**config.mk**
```make
export PLATFORM = sky130hd
export DESIGN_NAME = rtc_clock_cal
export DESIGN_NICKNAME = d
export VERILOG_FILES = /design/src/rtl/rtc_cal_pkg.sv /design/src/rtl/rtc_tick_div.sv /design/src/rtl/rtc_hour_step.sv /design/src/rtl/rtc_month_len.sv /design/src/rtl/rtc_clock_cal.sv
export SDC_FILE = /design/constraint.sdc
export NUM_CORES = 1
export LEC_CHECK = 0
export CAP_MARGIN = 30
export CELL_PAD_IN_SITES_DETAIL_PLACEMENT = 1
export CELL_PAD_IN_SITES_GLOBAL_PLACEMENT = 1
export CORE_MARGIN = 2
export CORE_UTILIZATION = 40
export DETAILED_ROUTE_END_ITERATION = 8
export DONT_BUFFER_PORTS = 1
export GPL_TIMING_DRIVEN = 0
export PLACE_DENSITY = 0.76
export SYNTH_ARGS = -nofsm -noshare
export SYNTH_HDL_FRONTEND = slang
export SYNTH_SLANG_ARGS = --single-unit
```
**constraint.sdc**
```tcl
create_clock -name clk_i -period 3.3 [get_ports clk_i]
set_input_delay 0.33 -clock clk_i [delete_from_list [all_inputs] [get_ports clk_i]]
set_output_delay 0.33 -clock clk_i [all_outputs]
set_load 0.05 [all_outputs]
```
**src/rtl/rtc_cal_pkg.sv**
```systemverilog
package rtc_cal_pkg;

  typedef enum logic [2:0] {
    RA_SEC  = 3'd0,
    RA_MIN  = 3'd1,
    RA_HOUR = 3'd2,
    RA_DOW  = 3'd3,
    RA_DATE = 3'd4,
    RA_MON  = 3'd5,
    RA_YEAR = 3'd6
  } reg_addr_e;

  // Add one to a two-digit packed BCD value (caller handles the upper wrap).
  function automatic logic [7:0] bcd_inc(input logic [7:0] v);
    logic [7:0] r;
    if (v[3:0] >= 4'd9) r = {v[7:4] + 4'd1, 4'd0};
    else                r = {v[7:4], v[3:0] + 4'd1};
    return r;
  endfunction

  // Two-digit BCD year divisible by four: even tens with ones 0/4/8,
  // odd tens with ones 2/6.
  function automatic logic bcd_leap(input logic [7:0] y);
    logic r;
    if (y[4]) r = (y[3:0] == 4'd2) || (y[3:0] == 4'd6);
    else      r = (y[3:0] == 4'd0) || (y[3:0] == 4'd4) || (y[3:0] == 4'd8);
    return r;
  endfunction

endpackage

```
**src/rtl/rtc_tick_div.sv**
```systemverilog
module rtc_tick_div #(
  parameter int unsigned TICK_DIV = 32768
) (
  input  logic clk_i,
  input  logic rst_ni,
  input  logic run_i,
  input  logic clr_i,
  output logic tick_o
);
  localparam int unsigned CW = (TICK_DIV > 1) ? $clog2(TICK_DIV) : 1;
  localparam logic [CW-1:0] LAST = CW'(TICK_DIV - 1);

  logic [CW-1:0] cnt_q, cnt_nx;
  logic          cnt_en;

  assign tick_o = run_i && (cnt_q == LAST);
  assign cnt_en = clr_i || run_i;

  always_comb begin
    cnt_nx = cnt_q;
    if (clr_i)       cnt_nx = '0;
    else if (tick_o) cnt_nx = '0;
    else if (run_i)  cnt_nx = cnt_q + 1'b1;
  end

  always_ff @(posedge clk_i or negedge rst_ni) begin
    if (!rst_ni)     cnt_q <= '0;
    else if (cnt_en) cnt_q <= cnt_nx;
  end


  div_clear_chk: assert property (@(posedge clk_i) disable iff (!rst_ni)
    clr_i |=> (cnt_q == '0));


  div_hold_chk: assert property (@(posedge clk_i) disable iff (!rst_ni)
    (!run_i && !clr_i) |=> $stable(cnt_q));

endmodule

```
**src/rtl/rtc_hour_step.sv**
```systemverilog
module rtc_hour_step (
  input  logic [7:0] hour_i,
  output logic [7:0] hour_o,
  output logic       day_o
);
  import rtc_cal_pkg::*;

  logic [7:0] inc12, inc24;
  logic       pm;

  assign pm    = hour_i[5];
  assign inc12 = bcd_inc({3'b000, hour_i[4:0]});
  assign inc24 = bcd_inc({2'b00, hour_i[5:0]});

  always_comb begin
    hour_o = hour_i;
    day_o  = 1'b0;
    if (hour_i[6]) begin
      if (hour_i[4:0] == 5'h11) begin
        hour_o = {2'b01, ~pm, 5'h12};
        day_o  = pm;
      end else if (hour_i[4:0] == 5'h12) begin
        hour_o = {2'b01, pm, 5'h01};
      end else begin
        hour_o = {2'b01, pm, inc12[4:0]};
      end
    end else begin
      if (hour_i[5:0] == 6'h23) begin
        hour_o = 8'h00;
        day_o  = 1'b1;
      end else begin
        hour_o = {2'b00, inc24[5:0]};
      end
    end
  end

endmodule

```
**src/rtl/rtc_month_len.sv**
```systemverilog
module rtc_month_len (
  input  logic [7:0] mon_i,
  input  logic [7:0] year_i,
  output logic [7:0] last_o
);
  import rtc_cal_pkg::*;

  always_comb begin
    case (mon_i)
      8'h02:                      last_o = bcd_leap(year_i) ? 8'h29 : 8'h28;
      8'h04, 8'h06, 8'h09, 8'h11: last_o = 8'h30;
      default:                    last_o = 8'h31;
    endcase
  end

endmodule

```
**src/rtl/rtc_clock_cal.sv**
```systemverilog
module rtc_clock_cal #(
  parameter int unsigned TICK_DIV = 32768
) (
  input  logic       clk_i,
  input  logic       rst_ni,
  input  logic       wr_en_i,
  input  logic [2:0] wr_addr_i,
  input  logic [7:0] wr_data_i,
  output logic [7:0] sec_o,
  output logic [7:0] min_o,
  output logic [7:0] hour_o,
  output logic [7:0] dow_o,
  output logic [7:0] date_o,
  output logic [7:0] mon_o,
  output logic [7:0] year_o
);
  import rtc_cal_pkg::*;

  logic [7:0] sec_q, min_q, hour_q, dow_q, date_q, mon_q, year_q;
  logic [7:0] sec_nx, min_nx, hour_nx, dow_nx, date_nx, mon_nx, year_nx;
  logic [7:0] hour_adv, last_date;
  logic       tick, tick_eff, sec_clr, day_wrap, upd_en;
  logic       adv_min, adv_hour, adv_day, adv_mon, adv_year;

  assign sec_clr = wr_en_i && (wr_addr_i == RA_SEC);

  rtc_tick_div #(.TICK_DIV(TICK_DIV)) u_div (
    .clk_i  (clk_i),
    .rst_ni (rst_ni),
    .run_i  (~sec_q[7]),
    .clr_i  (sec_clr),
    .tick_o (tick)
  );

  rtc_hour_step u_hour (
    .hour_i (hour_q),
    .hour_o (hour_adv),
    .day_o  (day_wrap)
  );

  rtc_month_len u_mlen (
    .mon_i  (mon_q),
    .year_i (year_q),
    .last_o (last_date)
  );

  // A write owns its cycle; a coinciding advance is dropped.
  assign tick_eff = tick && !wr_en_i;
  assign adv_min  = tick_eff && (sec_q[6:0] == 7'h59);
  assign adv_hour = adv_min  && (min_q[6:0] == 7'h59);
  assign adv_day  = adv_hour && day_wrap;
  assign adv_mon  = adv_day  && (date_q == last_date);
  assign adv_year = adv_mon  && (mon_q == 8'h12);
  assign upd_en   = wr_en_i || tick_eff;

  always_comb begin
    sec_nx  = sec_q;
    min_nx  = min_q;
    hour_nx = hour_q;
    dow_nx  = dow_q;
    date_nx = date_q;
    mon_nx  = mon_q;
    year_nx = year_q;
    if (wr_en_i) begin
      case (wr_addr_i)
        RA_SEC:  sec_nx  = wr_data_i;
        RA_MIN:  min_nx  = {1'b0, wr_data_i[6:0]};
        RA_HOUR: hour_nx = {1'b0, wr_data_i[6:0]};
        RA_DOW:  dow_nx  = {5'b0, wr_data_i[2:0]};
        RA_DATE: date_nx = {2'b0, wr_data_i[5:0]};
        RA_MON:  mon_nx  = {3'b0, wr_data_i[4:0]};
        RA_YEAR: year_nx = wr_data_i;
        default: ;
      endcase
    end else if (tick_eff) begin
      sec_nx = adv_min ? 8'h00 : bcd_inc(sec_q);
      if (adv_min)  min_nx  = adv_hour ? 8'h00 : bcd_inc(min_q);
      if (adv_hour) hour_nx = hour_adv;
      if (adv_day) begin
        dow_nx  = (dow_q == 8'h07) ? 8'h01 : dow_q + 8'h01;
        date_nx = adv_mon ? 8'h01 : bcd_inc(date_q);
      end
      if (adv_mon)  mon_nx  = adv_year ? 8'h01 : bcd_inc(mon_q);
      if (adv_year) year_nx = (year_q == 8'h99) ? 8'h00 : bcd_inc(year_q);
    end
  end

  always_ff @(posedge clk_i or negedge rst_ni) begin
    if (!rst_ni) begin
      sec_q  <= 8'h00;
      min_q  <= 8'h00;
      hour_q <= 8'h00;
      dow_q  <= 8'h01;
      date_q <= 8'h01;
      mon_q  <= 8'h01;
      year_q <= 8'h00;
    end else if (upd_en) begin
      sec_q  <= sec_nx;
      min_q  <= min_nx;
      hour_q <= hour_nx;
      dow_q  <= dow_nx;
      date_q <= date_nx;
      mon_q  <= mon_nx;
      year_q <= year_nx;
    end
  end

  assign sec_o  = sec_q;
  assign min_o  = min_q;
  assign hour_o = hour_q;
  assign dow_o  = dow_q;
  assign date_o = date_q;
  assign mon_o  = mon_q;
  assign year_o = year_q;


  halt_freeze_chk: assert property (@(posedge clk_i) disable iff (!rst_ni)
    (sec_q[7] && !wr_en_i) |=> (sec_q == $past(sec_q) && min_q == $past(min_q) &&
                                hour_q == $past(hour_q) && date_q == $past(date_q)));


  sec_wrap_chk: assert property (@(posedge clk_i) disable iff (!rst_ni)
    (tick && !wr_en_i && sec_q[6:0] == 7'h59) |=> (sec_q == 8'h00 && min_q != $past(min_q)));


  dow_wrap_chk: assert property (@(posedge clk_i) disable iff (!rst_ni)
    (adv_day && dow_q == 8'h07) |=> (dow_q == 8'h01));


  date_wrap_chk: assert property (@(posedge clk_i) disable iff (!rst_ni)
    adv_mon |=> (date_q == 8'h01 && mon_q != $past(mon_q)));


  year_write_chk: assert property (@(posedge clk_i) disable iff (!rst_ni)
    (wr_en_i && wr_addr_i == 3'd6) |=> (year_q == $past(wr_data_i)));

endmodule

```
==> metrics.md, run 1 <==
| Metric | Value |
|---|---|
| Synthesis Warnings | `0` |
| First-pass GRT wire length | `24700 microns` |
| Slew Limit Fails | `0` |
| CP required | `between 3 and 4 ns` |
| Synth area leader | `dfrtp_1` |
| CP endpoint kind | `flop` |
| Worst skew pair latency | `0.34 ns` |
| CTS tree | `done` |
| Synth unique cells | `75` |
| Bufs on Longest Clock Path | `2` |
| Max-Cap Viols | `0` |
| Clock share of power | `0.243` |
| Core box area | `roughly 12000 sq um` |
| Switching Share | `0.461` |
| ANT nets after route | `0` |
| Worst vdd ir | `around 0.3 mV` |
| Sequential area share after synthesis | `0.361` |
| Period utilization | `0.956` |
| Outcome | `completed` |
| Post-synthesis cell area | `between 4000 and 5000 sq um` |
| All-Layer GR Usage | `0.241` |
| Area share of the largest cell type after synthesis | `0.345` |
| Sequential cell area | `1790 sq um` |
| Hold Slack | `between 0.1 and 0.15 ns` |
| Final worst setup slack | `0.145 ns` |
| Ys flop type | `dfrtp_1` |
| Place WS | `-0.553 ns` |
| CP Max Fanout | `7` |
| Worst-path clk slew | `about 0.05 ns` |
| TritonRoute pass-1 iters | `4` |
| Sequential Power Share | `0.509` |
| 1st-iter DRT viols | `240` |
| Post-synth net total | `606` |
| Max Freq | `roughly 0.32 GHz` |
| RD Place Congestion | `approximately 0.85` |
| Root Driver | `clkbuf_16` |
| Fraction of layout cells with a size suffix above 1 | `0.116` |
| Placed insts | `703` |
| Synthesized flop and latch total | `70` |
| Async SR Flop Fraction | `1.00` |
| Relative slew slack | `0.520` |
| # IOs | `70` |
| Psw | `1710 uW` |
| Starting Density | `0.406` |
| H-Tree Depth | `3` |
| Routed wire length | `14700 microns` |
| Final hold vios | `0` |
| Worst setup SP type | `flop` |
| Grt ovf | `0` |
| DRC viols | `0` |
| PwrDens | `680 nW/um^2` |
| Initial antenna violation count | `0` |
| Site Rows | `40` |
| Vias per cell | `6.08` |
| CP Class | `reg -> reg` |
| Arrival time worst endpoint | `between 3 and 4 ns` |
| Sum of negative setup slack | `0 ns` |
| Multi-input logic area | `2910 sq um` |
| Die height | `114 microns` |
| Sink Count | `70` |
| Cell Int Power | `approximately 2000 uW` |
| Final min period | `3.16 ns` |
| Synth-to-Final Area Change | `12.1%` |
| Worst hold path type | `in -> reg` |
| # port buffers | `0` |
| Slew @ Worst Pin | `0.712 ns` |
| Layout Nets | `622` |
| Cts bufs inserted | `9` |
| RSZ-0062 raised after global routing | `false` |
| Post-Synthesis Cells | `between 500 and 600` |
| Ant diodes | `0` |
| Fin cells | `between 700 and 800` |
| Vias in the first global route | `4705` |
| Via count | `4395` |
| Top post-synthesis cells by area | `dfrtp_1, ha_1, o21ai_0` |
| Die area | `roughly 13000 sq um` |
| Final setup viols | `0` |
| Largest net degree at the start of global routing | `a little over 70` |
| Avg Inst Size Synth | `just under 9 sq um` |
| Die width | `114 microns` |
| DP HPWL | `10800 microns` |
| Routed wire per std cell | `20.3 microns` |
| Layout fillers | `1373` |
| Leakage power total | `0.00236 uW` |
| Post-synth EDFFs | `0` |
| Clk_skew | `0.00810 ns` |
| Combinational share of power | `0.248` |
[critical path, stage by stage, from the launching register on]
cell      delay [ns]
dfstp_4         0.74
inv_2           0.08
ha_1            0.24
nor4b_4         0.14
nand2_1         0.14
nor3_1          0.06
or4b_4          0.52
a2111o_1        0.47
buf_4           0.19
a22o_1          0.22
a22o_1          0.23
[worst paths after layout]
| check | to | depth (start not counted) | slack, ns | from |
|---|---|---|---|---|
| setup / recovery | mon_o[4] | 10 | 0.14 | mon_o[0] |
| hold / removal | hour_o[6] | 1 | 0.14 | wr_data_i[6] |
| setup reg to reg | mon_o[4] | 10 | 0.14 | mon_o[0] |
| hold reg to reg | u_div.cnt_q[11] | 2 | 0.54 | u_div.cnt_q[11] |
| max in group asynchronous | mon_o[0] | 2 | 2.41 | rst_ni |
| min in group asynchronous | dow_o[1] | 2 | 0.55 | rst_ni |
[synth_stat cells, types with 4 or more instances]
cell type / count
nand2_1: 49
nand3_1: 23
o21a_1: 6
o31ai_1: 7
nand2b_1: 13
dfrtp_1: 67
a22o_1: 10
clkbuf_1: 12
a21oi_1: 20
xnor2_1: 5
nand4_1: 6
a31oi_1: 9
o211ai_1: 6
nor2_1: 50
and3_1: 7
ha_1: 36
o21ai_0: 51
nor3_1: 22
xor2_1: 7
and2_1: 8
a31o_2: 5
inv_1: 37
nor2b_1: 8
and4_1: 4
o22ai_1: 4
a21o_1: 5
[timing repair]
item	in CTS	in global routing
hold buffers	2	0
resized for setup	12	19
setup endpoints to repair	23	22
hold endpoints to repair	70	0
pin swaps	1	2
buffers inserted	2	2
[power groups by stage]
| stage | combinational (uW) | sequential (uW) | clock, uW |
|---|---|---|---|
| 2_1_floorplan | 677 | 1770 | 0 |
| 3_3_place_gp | 809 | 1860 | 0 |
| 3_5_place_dp | 864 | 1880 | 0 |
| 4_1_cts | 911 | 1870 | 930 |
| 5_1_grt | 1060 | 1930 | 963 |
| 6_report | 919 | 1880 | 900 |
[flip-flops by register name, summed over array words and instances (netlist names)]
register,flops
u_div.cnt_q,15
year_o,8
sec_o,8
date_o,8
hour_o,7
dow_o,8
mon_o,8
min_o,8
[stage by stage]
step,utilization,total power (uW),area [sq um]
finish,0.456,3700,5450
floorplan,-,2450,4860
detailed placement,0.422,2740,5050
CTS,0.451,3710,5400
global placement,0.422,2670,5050
global route,0.456,3950,5450
[cell usage in the layout (no fill, tap or decap), drive strengths merged, types with 4 or more instances in the layout]
cell type and count:
nor3 23, nor2 50, a21oi 20, inv 37
buf 11, o31ai 7, xnor2 5, o211ai 6
and3 7, and2 9, mux2 5, nand3 23
o22ai 4, a31o 5, ha 36, nand2 49
and4 4, clkbuf 25, a31oi 9, xor2 7
o21a 6, nand2b 13, dfrtp 67, a22o 10
o21ai 51, nand4 8, nor2b 8, a21o 5
[layer usage]
metal / wire [microns] / vias to the layer above / track usage
li1: - / 2067 / -
met1: 6190 / 2210 / 0.299
met2: 7390 / 102 / 0.409
met3: 906 / 16 / 0.0725
met4: 195 / 0 / 0.0650
met5: 0 / - / 0
[final cells by class]
| class | count | share of cell area |
|---|---|---|
| plain buffers | 17 | 0.0163 |
| clock buffers | 14 | 0.0484 |
| clock inverters | 1 | 0.000918 |
| inverters | 38 | 0.0262 |
| multi-input cells | 430 | 0.534 |
| flip-flops and latches | 70 | 0.328 |
| well taps | 147 | 0.0338 |
| repair buffers | 6 | 0.0124 |
[cell families after synthesis]
| family | Yosys count | share of synthesized area |
|---|---|---|
| compound gates | 160 | 0.223 |
| mux | 6 | 0.0152 |
| simple gates | 215 | 0.238 |
| other cells | 1 | 0.000771 |
| flops | 70 | 0.361 |
| buf+inv | 56 | 0.0481 |
| fa+ha+maj | 36 | 0.0926 |
| xor+xnor | 12 | 0.0216 |
No activity file was read; power rests on OpenSTA's default activity.
==> run 2: changes to the inputs <==
--- a/config.mk
+++ b/config.mk
@@ -5,15 +5,15 @@
 export SDC_FILE = /design/constraint.sdc
 export NUM_CORES = 1
 export LEC_CHECK = 0
+export ABC_AREA = 1
 export CAP_MARGIN = 30
 export CELL_PAD_IN_SITES_DETAIL_PLACEMENT = 1
 export CELL_PAD_IN_SITES_GLOBAL_PLACEMENT = 1
-export CORE_MARGIN = 2
 export CORE_UTILIZATION = 40
 export DETAILED_ROUTE_END_ITERATION = 8
 export DONT_BUFFER_PORTS = 1
 export GPL_TIMING_DRIVEN = 0
-export PLACE_DENSITY = 0.76
+export PLACE_DENSITY = 0.78
 export SYNTH_ARGS = -nofsm -noshare
 export SYNTH_HDL_FRONTEND = slang
 export SYNTH_SLANG_ARGS = --single-unit
==> run 2 against run 1 <==
Effect of this change: setup slack improved by 0.45 ns; worst hold slack improved by 0.092 ns; sequential power barely moved; critical path depth rose by 2; area after synthesis rose by 0.46%; clock power rose by 5.9%; clock skew rose by 0.0037 ns; largest power group unchanged.
==> metrics.md, run 2 <==
| Metric | Value |
|---|---|
| Bufs on Longest Clock Path | `2` |
| Reg2Reg Setup Slack | `0.60 ns` |
| Hold EP | `sec_o[7]` |
| # IOs | `70` |
| Outcome | `completed` |
| Ys flop type | `dfrtp_1` |
| Final core utilization | `0.462` |
| Leakage power total | `0.00255 uW` |
| Synth Area in Simple Gates | `0.289` |
| Commonest non-fill, non-tap cell in the layout | `nand2_1` |
| Worst vdd ir | `0.424 mV` |
| CP Max Fanout | `7` |
| CP endpoint kind | `flop` |
| Final setup viols | `0` |
| CP cell instances | `ha_1 -> nand2_1 -> nor2_1 -> nand2_1 -> a21oi_2 -> inv_2 -> nor3_4 -> nand3_4 -> nand2_2 -> nand2_2 -> nand2_1 -> o21ai_2` |
| Grt ovf | `0` |
| Relative slew slack | `0.471` |
| Vias per cell | `approximately 5.4` |
| Sink Count | `70` |
| DP HPWL | `10800 microns` |
| Worst hold path type | `in -> reg` |
| Synth area leader | `dfrtp_1` |
| Post-synth net total | `687` |
| Post-synth EDFFs | `0` |
| CTS tree | `done` |
| Multiplexer area fraction after synthesis | `0.00231` |
| Most frequent cell after synthesis | `nand2_1` |
| First-pass GRT wire length | `around 24000 microns` |
| Synth-to-Final Area Change | `10.2%` |
| Worst skew pair latency | `0.34 ns` |
| Cell Int Power | `~2000 uW` |
| Vias in the first global route | `4677` |
| Worst reg2reg endpoint | `year_o[5]` |
| Arrival time worst endpoint | `2.93 ns` |
| Worst setup SP type | `flop` |
| ANT nets after route | `0` |
| Core box area | `between 10000 and 15000 sq um` |
| Site Rows | `39` |
| CP Class | `reg -> reg` |
| H-Tree Depth | `3` |
| Post-Synthesis Cells | `around 640` |
| 1st-iter DRT viols | `163` |
| Psw | `about 1800 uW` |
| Die height | `113 microns` |
| Slew @ Worst Pin | `just under 0.8 ns` |
| Synth unique cells | `50` |
| Max FFs per register | `15` |
| Die area | `12700 sq um` |
| Worst-path clk slew | `0.06 ns` |
| Combinational share of power | `0.257` |
| HP Start | `wr_data_i[7]` |
| Top post-synthesis cells by area | `dfrtp_1, nand2_1, ha_1` |
| Final worst setup slack | `0.597 ns` |
| Synthesis Warnings | `0` |
| Root Driver | `clkbuf_16` |
| Ant diodes | `0` |
| All-Layer GR Usage | `0.241` |
| Multi-input logic area | `roughly 2800 sq um` |
| # port buffers | `0` |
| Starting Density | `0.419` |
| R2R Path Start | `hour_o[0]` |
| Post-synth top cells | `nand2_1, inv_1, dfrtp_1, nor2_1, o21ai_0` |
| Hold Slack | `0.235 ns` |
| Sequential cell area | `1760 sq um` |
| PwrDens | `712 nW/um^2` |
| Sequential Power Share | `0.494` |
| Avg Inst Size Synth | `7.67 sq um` |
| Largest Register | `u_div.cnt_q` |
| Clk_skew | `0.0118 ns` |
| Die width | `around 110 microns` |
| Synth Area in Compound Gates | `0.128` |
| Layout fillers | `approximately 1400` |
| Slowest stage cell on the critical path | `dfrtp_1` |
| Initial antenna violation count | `0` |
| Largest net degree at the start of global routing | `71` |
| Max Freq | `0.370 GHz` |
| CP required | `3.52 ns` |
| Async SR Flop Fraction | `1.00` |
| Post-Synth Adder-Cell Area | `0.0922` |
| Most frequent cells in the layout | `nand2_1, inv_1, nor2_1, dfrtp_1, o21ai_0` |
| Xor and xnor area share after synthesis | `0.0502` |
| Period utilization | `0.819` |
| Biggest cell delay along the critical path | `0.74 ns` |
| Sequential area share after synthesis | `0.359` |
| Clock share of power | `0.249` |
| Place WS | `0.588 ns` |
| # resized after CTS | `0` |
| Final hold vios | `0` |
| Slew Limit Fails | `0` |
| Layout Nets | `700` |
| Placed insts | `780` |
| Fin cells | `798` |
| Via count | `roughly 4300` |
| Area share of the largest cell type after synthesis | `0.343` |
| Hold depth | `2` |
| Routed wire length | `around 14000 microns` |
| TritonRoute pass-1 iters | `4` |
| CP bufs+invs | `1` |
| Main combinational cell family by area after synthesis | `simple AND/OR/NAND/NOR gates` |
| Fraction of layout cells with a size suffix above 1 | `0.105` |
| Cts bufs inserted | `9` |
| DRC viols | `0` |
| Synthesized flop and latch total | `70` |
| Post-synthesis cell area | `4880 sq um` |
| Max-Cap Viols | `0` |
| RD Place Congestion | `0.836` |
| Worst r2r path cells | `12` |
| Routed wire per std cell | `18.0 microns` |
| Most frequent CP cell | `nand2_1` |
| Final min period | `2.70 ns` |
| RSZ-0062 raised after global routing | `false` |
| CP top delay family | `simple AND/OR/NAND/NOR gates` |
| Sum of negative setup slack | `0 ns` |
| Switching Share | `0.480` |
-- run 2: cell count changes in the layout (fill, tap and decap cells not counted), sizes merged, moves of 7 or more --
cell and delta:
nand3 +17, nor2 +24, inv +51, a22o -10
nand2 +95, nor2b -8, and3 -7, clkbuf -9
nand2b -13, and2 -9, a31oi +8, xor2 +11
-- run 2: worst max-delay path by stage --
stage                     startpoint         to  slack (ns)  cells past startpoint
after CTS                  hour_o[0]  year_o[7]        0.57                     12
after global placement     hour_o[0]  year_o[4]        0.65                     12
after detailed placement   hour_o[0]  year_o[5]        0.59                     12
final                      hour_o[0]  year_o[5]        0.60                     12
after global routing       hour_o[0]  year_o[7]        0.37                     12
after floorplan             mon_o[0]  year_o[4]        0.99                     16
-- run 2: metal layers --
metal  track usage  vias to the layer above  wire, microns
met5             0                        -              0
met4        0.0809                        0            264
met3        0.0632                       21            745
met2         0.423                       83           7280
met1         0.287                     2126           6060
li1              -                     2107              -
-- run 2: logic make-up (layout without fill, tap and decap cells) --
family,count (synthesis),in the layout
and+or+nand+nor,299,299
AOI/OAI and AO/OA,104,104
buffers and inverters,98,116
DFF,70,70
adders and majority gates,36,36
xor gates and xnor gates,28,28
other,1,1
muxes,1,1
-- run 2: layout make-up --
type	count	share of cell area
plain buffers	8	0.00743
clock buffers	12	0.0439
multi-input cells	469	0.511
well taps	143	0.0332
flip-flops and latches	70	0.326
inverters	90	0.0630
repair buffers	2	0.00697
clock inverters	4	0.00883
-- run 2: stage by stage --
stage	total power, uW	area (sq um)
3_5_place_dp	2880	5060
2_1_floorplan	2570	4880
4_1_cts	3870	5390
5_1_grt	4080	5390
6_report	3840	5390
3_3_place_gp	2800	5060
-- run 2: power groups by stage --
| stage | Sequential (uW) | Combinational (uW) | Clock [uW] |
|---|---|---|---|
| 3_3_place_gp | 1900 | 892 | 0 |
| 4_1_cts | 1900 | 995 | 975 |
| 3_5_place_dp | 1920 | 958 | 0 |
| 5_1_grt | 1940 | 1140 | 1010 |
| 6_report | 1900 | 986 | 953 |
| 2_1_floorplan | 1820 | 752 | 0 |
-- run 2: repair_timing --
action,4_1_cts,5_1_grt
buffers inserted,0,0
hold buffers,2,0
hold endpoints to repair,70,0
==> run 3: changes to the inputs <==
--- a/config.mk
+++ b/config.mk
@@ -13,7 +13,7 @@
 export DETAILED_ROUTE_END_ITERATION = 8
 export DONT_BUFFER_PORTS = 1
 export GPL_TIMING_DRIVEN = 0
-export PLACE_DENSITY = 0.78
+export PLACE_DENSITY = 0.81
 export SYNTH_ARGS = -nofsm -noshare
 export SYNTH_HDL_FRONTEND = slang
 export SYNTH_SLANG_ARGS = --single-unit
==> constraint.sdc (replaced) <==
create_clock -name clk_i -period 2.3 [get_ports clk_i]
set_input_delay 0.23 -clock clk_i [delete_from_list [all_inputs] [get_ports clk_i]]
set_output_delay 0.23 -clock clk_i [all_outputs]
set_load 0.05 [all_outputs]
==> run 3 against run 2 <==
Effect of this change: the flow now finishes with violations (negative setup slack); final cell count rose by 3.5%; design area rose by 11%; power rose by 54%; non-clock buffer count rose by 30; global-route usage rose by 2.4 points; flip-flop and latch count did not move; clock power rose by 46%; utilization rose by 5.1 points; fmax rose by 12%; wire length rose by 16%; critical path type unchanged.
==> metrics.md, run 3 (synthesized netlist as in run 2, its figures left out) <==
| Metric | Value |
|---|---|
| # port buffers | `0` |
| Period utilization | `1.05` |
| Relative slew slack | `0.510` |
| Slew @ Worst Pin | `0.735 ns` |
| Final Total Pwr | `just under 6000 uW` |
| Cell Int Power | `between 3000 and 4000 uW` |
| ANT nets after route | `0` |
| TritonRoute pass-1 iters | `4` |
| Sink Count | `70` |
| Leakage power total | `~0.0027 uW` |
| Combinational share of power | `0.287` |
| Root Driver | `clkbuf_16` |
| Bufs on Longest Clock Path | `2` |
| Cts bufs inserted | `9` |
| First-pass GRT wire length | `~26000 microns` |
| CTS tree | `done` |
| Grt ovf | `0` |
| Placed insts | `780` |
| Worst r2r path cells | `15` |
| Core box area | `~12000 sq um` |
| Largest net degree at the start of global routing | `71` |
| Largest Register | `u_div.cnt_q` |
| Failing checks | `negative setup slack` |
| H-Tree Depth | `3` |
| Worst hold path type | `in -> reg` |
| Hold depth | `2` |
| Fraction of layout cells with a size suffix above 1 | `0.266` |
| Worst reg2reg endpoint | `mon_o[1]` |
| Clock share of power | `0.235` |
| R2R Path Start | `mon_o[0]` |
| Final min period | `between 2 and 2.5 ns` |
| Vias per cell | `roughly 5.7` |
| All-Layer GR Usage | `0.265` |
| DP HPWL | `10700 microns` |
| Switching Share | `0.491` |
| Slowest stage cell on the critical path | `dfstp_4` |
| Sequential Power Share | `0.478` |
| Most frequent CP cell | `nand2_1` |
| Clk_skew | `0.00969 ns` |
| Initial antenna violation count | `0` |
| Worst-path clk slew | `0.06 ns` |
| Die width | `113 microns` |
| Synth-to-Final Area Change | `22.4%` |
| HP Start | `wr_addr_i[1]` |
| Starting Density | `0.419` |
| Site Rows | `39` |
| Commonest non-fill, non-tap cell in the layout | `nand2_1` |
| Final worst setup slack | `-0.116 ns` |
| Outcome | `complete, but fails checks` |
| Hold EP | `hour_o[6]` |
| Via count | `4667` |
| Vias in the first global route | `a little under 5000` |
| Worst skew pair latency | `0.34 ns` |
| Sum of negative setup slack | `-1.65 ns` |
| Ant diodes | `0` |
| PwrDens | `987 nW/um^2` |
| Max-Cap Viols | `0` |
| Layout fillers | `roughly 1400` |
| Reg2Reg Setup Slack | `-0.12 ns` |
| Arrival time worst endpoint | `2.65 ns` |
| 1st-iter DRT viols | `about 320` |
| Die area | `12700 sq um` |
| Critical Path Source | `mon_o[0]` |
| CP Max Fanout | `6` |
| Worst setup SP type | `flop` |
| CP cell instances | `inv_6 -> ha_4 -> inv_2 -> nand2_1 -> nand2_1 -> nand2_1 -> nand2_2 -> nand3_2 -> nand3_2 -> nand2_2 -> nor2_4 -> nand3_4 -> buf_4 -> nand3b_1 -> a21oi_1` |
| Slew Limit Fails | `0` |
| DRC viols | `0` |
| Die height | `113 microns` |
| Biggest cell delay along the critical path | `0.77 ns` |
| CP required | `2.53 ns` |
| Routed wire length | `16600 microns` |
| Layout Nets | `730` |
| Fin cells | `826` |
| Final hold vios | `0` |
| Worst vdd ir | `between 0.8 and 0.9 mV` |
| # IOs | `70` |
| Max Freq | `0.414 GHz` |
| Routed wire per std cell | `20.2 microns` |
| RD Place Congestion | `around 0.84` |
| Psw | `just under 3000 uW` |
| CP endpoint kind | `flop` |
| Final setup viols | `21` |
| Max FFs per register | `15` |
| Most frequent cells in the layout | `nand2_1, inv_1, nor2_1` |
| CP Class | `reg -> reg` |
| RSZ-0062 raised after global routing | `true` |
==> run 3: worst max path at each step <==
stage,to,slack [ns]
floorplan,year_o[4],0.009
global placement,year_o[4],-0.32
detailed placement,dow_o[3],-0.38
CTS,year_o[4],-0.02
global route,mon_o[1],-0.21
finish,mon_o[1],-0.12
==> run 3: repair_timing <==
item,in CTS,in global routing
hold buffers,2,0
buffers inserted,15,15
pin swaps,12,8
gates resized for setup,67,56
endpoints found under the setup margin,46,42
endpoints found under the hold margin,70,0
==> run 3: metrics by stage <==
step | hold slack (ns) | area (sq um) | utilization | worst slack (ns)
floorplan | -0.0656 | 4890 | - | 0.00878
CTS | 0.132 | 5700 | 0.488 | -0.0183
global route | 0.164 | 5980 | 0.513 | -0.214
detailed placement | -0.0628 | 5070 | 0.435 | -0.379
global placement | -0.0629 | 5070 | 0.435 | -0.323
finish | 0.141 | 5980 | 0.513 | -0.116
==> run 3: layout make-up <==
cell class | instances | area, sq um | area share
Inverter | 90 | 348 | 0.0582
Multi-Input combinational cell | 469 | 3060 | 0.512
Clock buffer | 12 | 236 | 0.0396
Clock inverter | 2 | 35.0 | 0.00586
Tap cell | 143 | 179 | 0.0299
Sequential cell | 70 | 1800 | 0.301
Timing Repair Buffer | 32 | 279 | 0.0467
Buffer | 8 | 43.8 | 0.00733
==> run 3: routing by layer <==
| layer | track usage | part of all wire | vias up |
|---|---|---|---|
| li1 | - | - | 2160 |
| met1 | 0.313 | 0.41 | 2339 |
| met2 | 0.461 | 0.51 | 134 |
| met3 | 0.0572 | 0.059 | 34 |
| met4 | 0.121 | 0.024 | 0 |
| met5 | 0 | 0 | - |
==> run 3: worst max-delay path, delay by kind of cell, from the launching register on <==
family / cells / cell delay [ns]
flip-flops: 1 / 0.77
AO/OA/AOI/OAI: 1 / 0.09
adder cells (fa/ha/maj): 1 / 0.18
buffers and inverters: 3 / 0.31
AND/OR/NAND/NOR: 10 / 0.95
==> run 3: power by group through the flow <==
stage          clock network (uW)  logic (uW)  registers [uW]
2_1_floorplan                   0        1080            2610
3_3_place_gp                    0        1270            2740
3_5_place_dp                    0        1380            2760
4_1_cts                      1400        1540            2780
5_1_grt                      1430        1910            2870
6_report                     1390        1690            2820
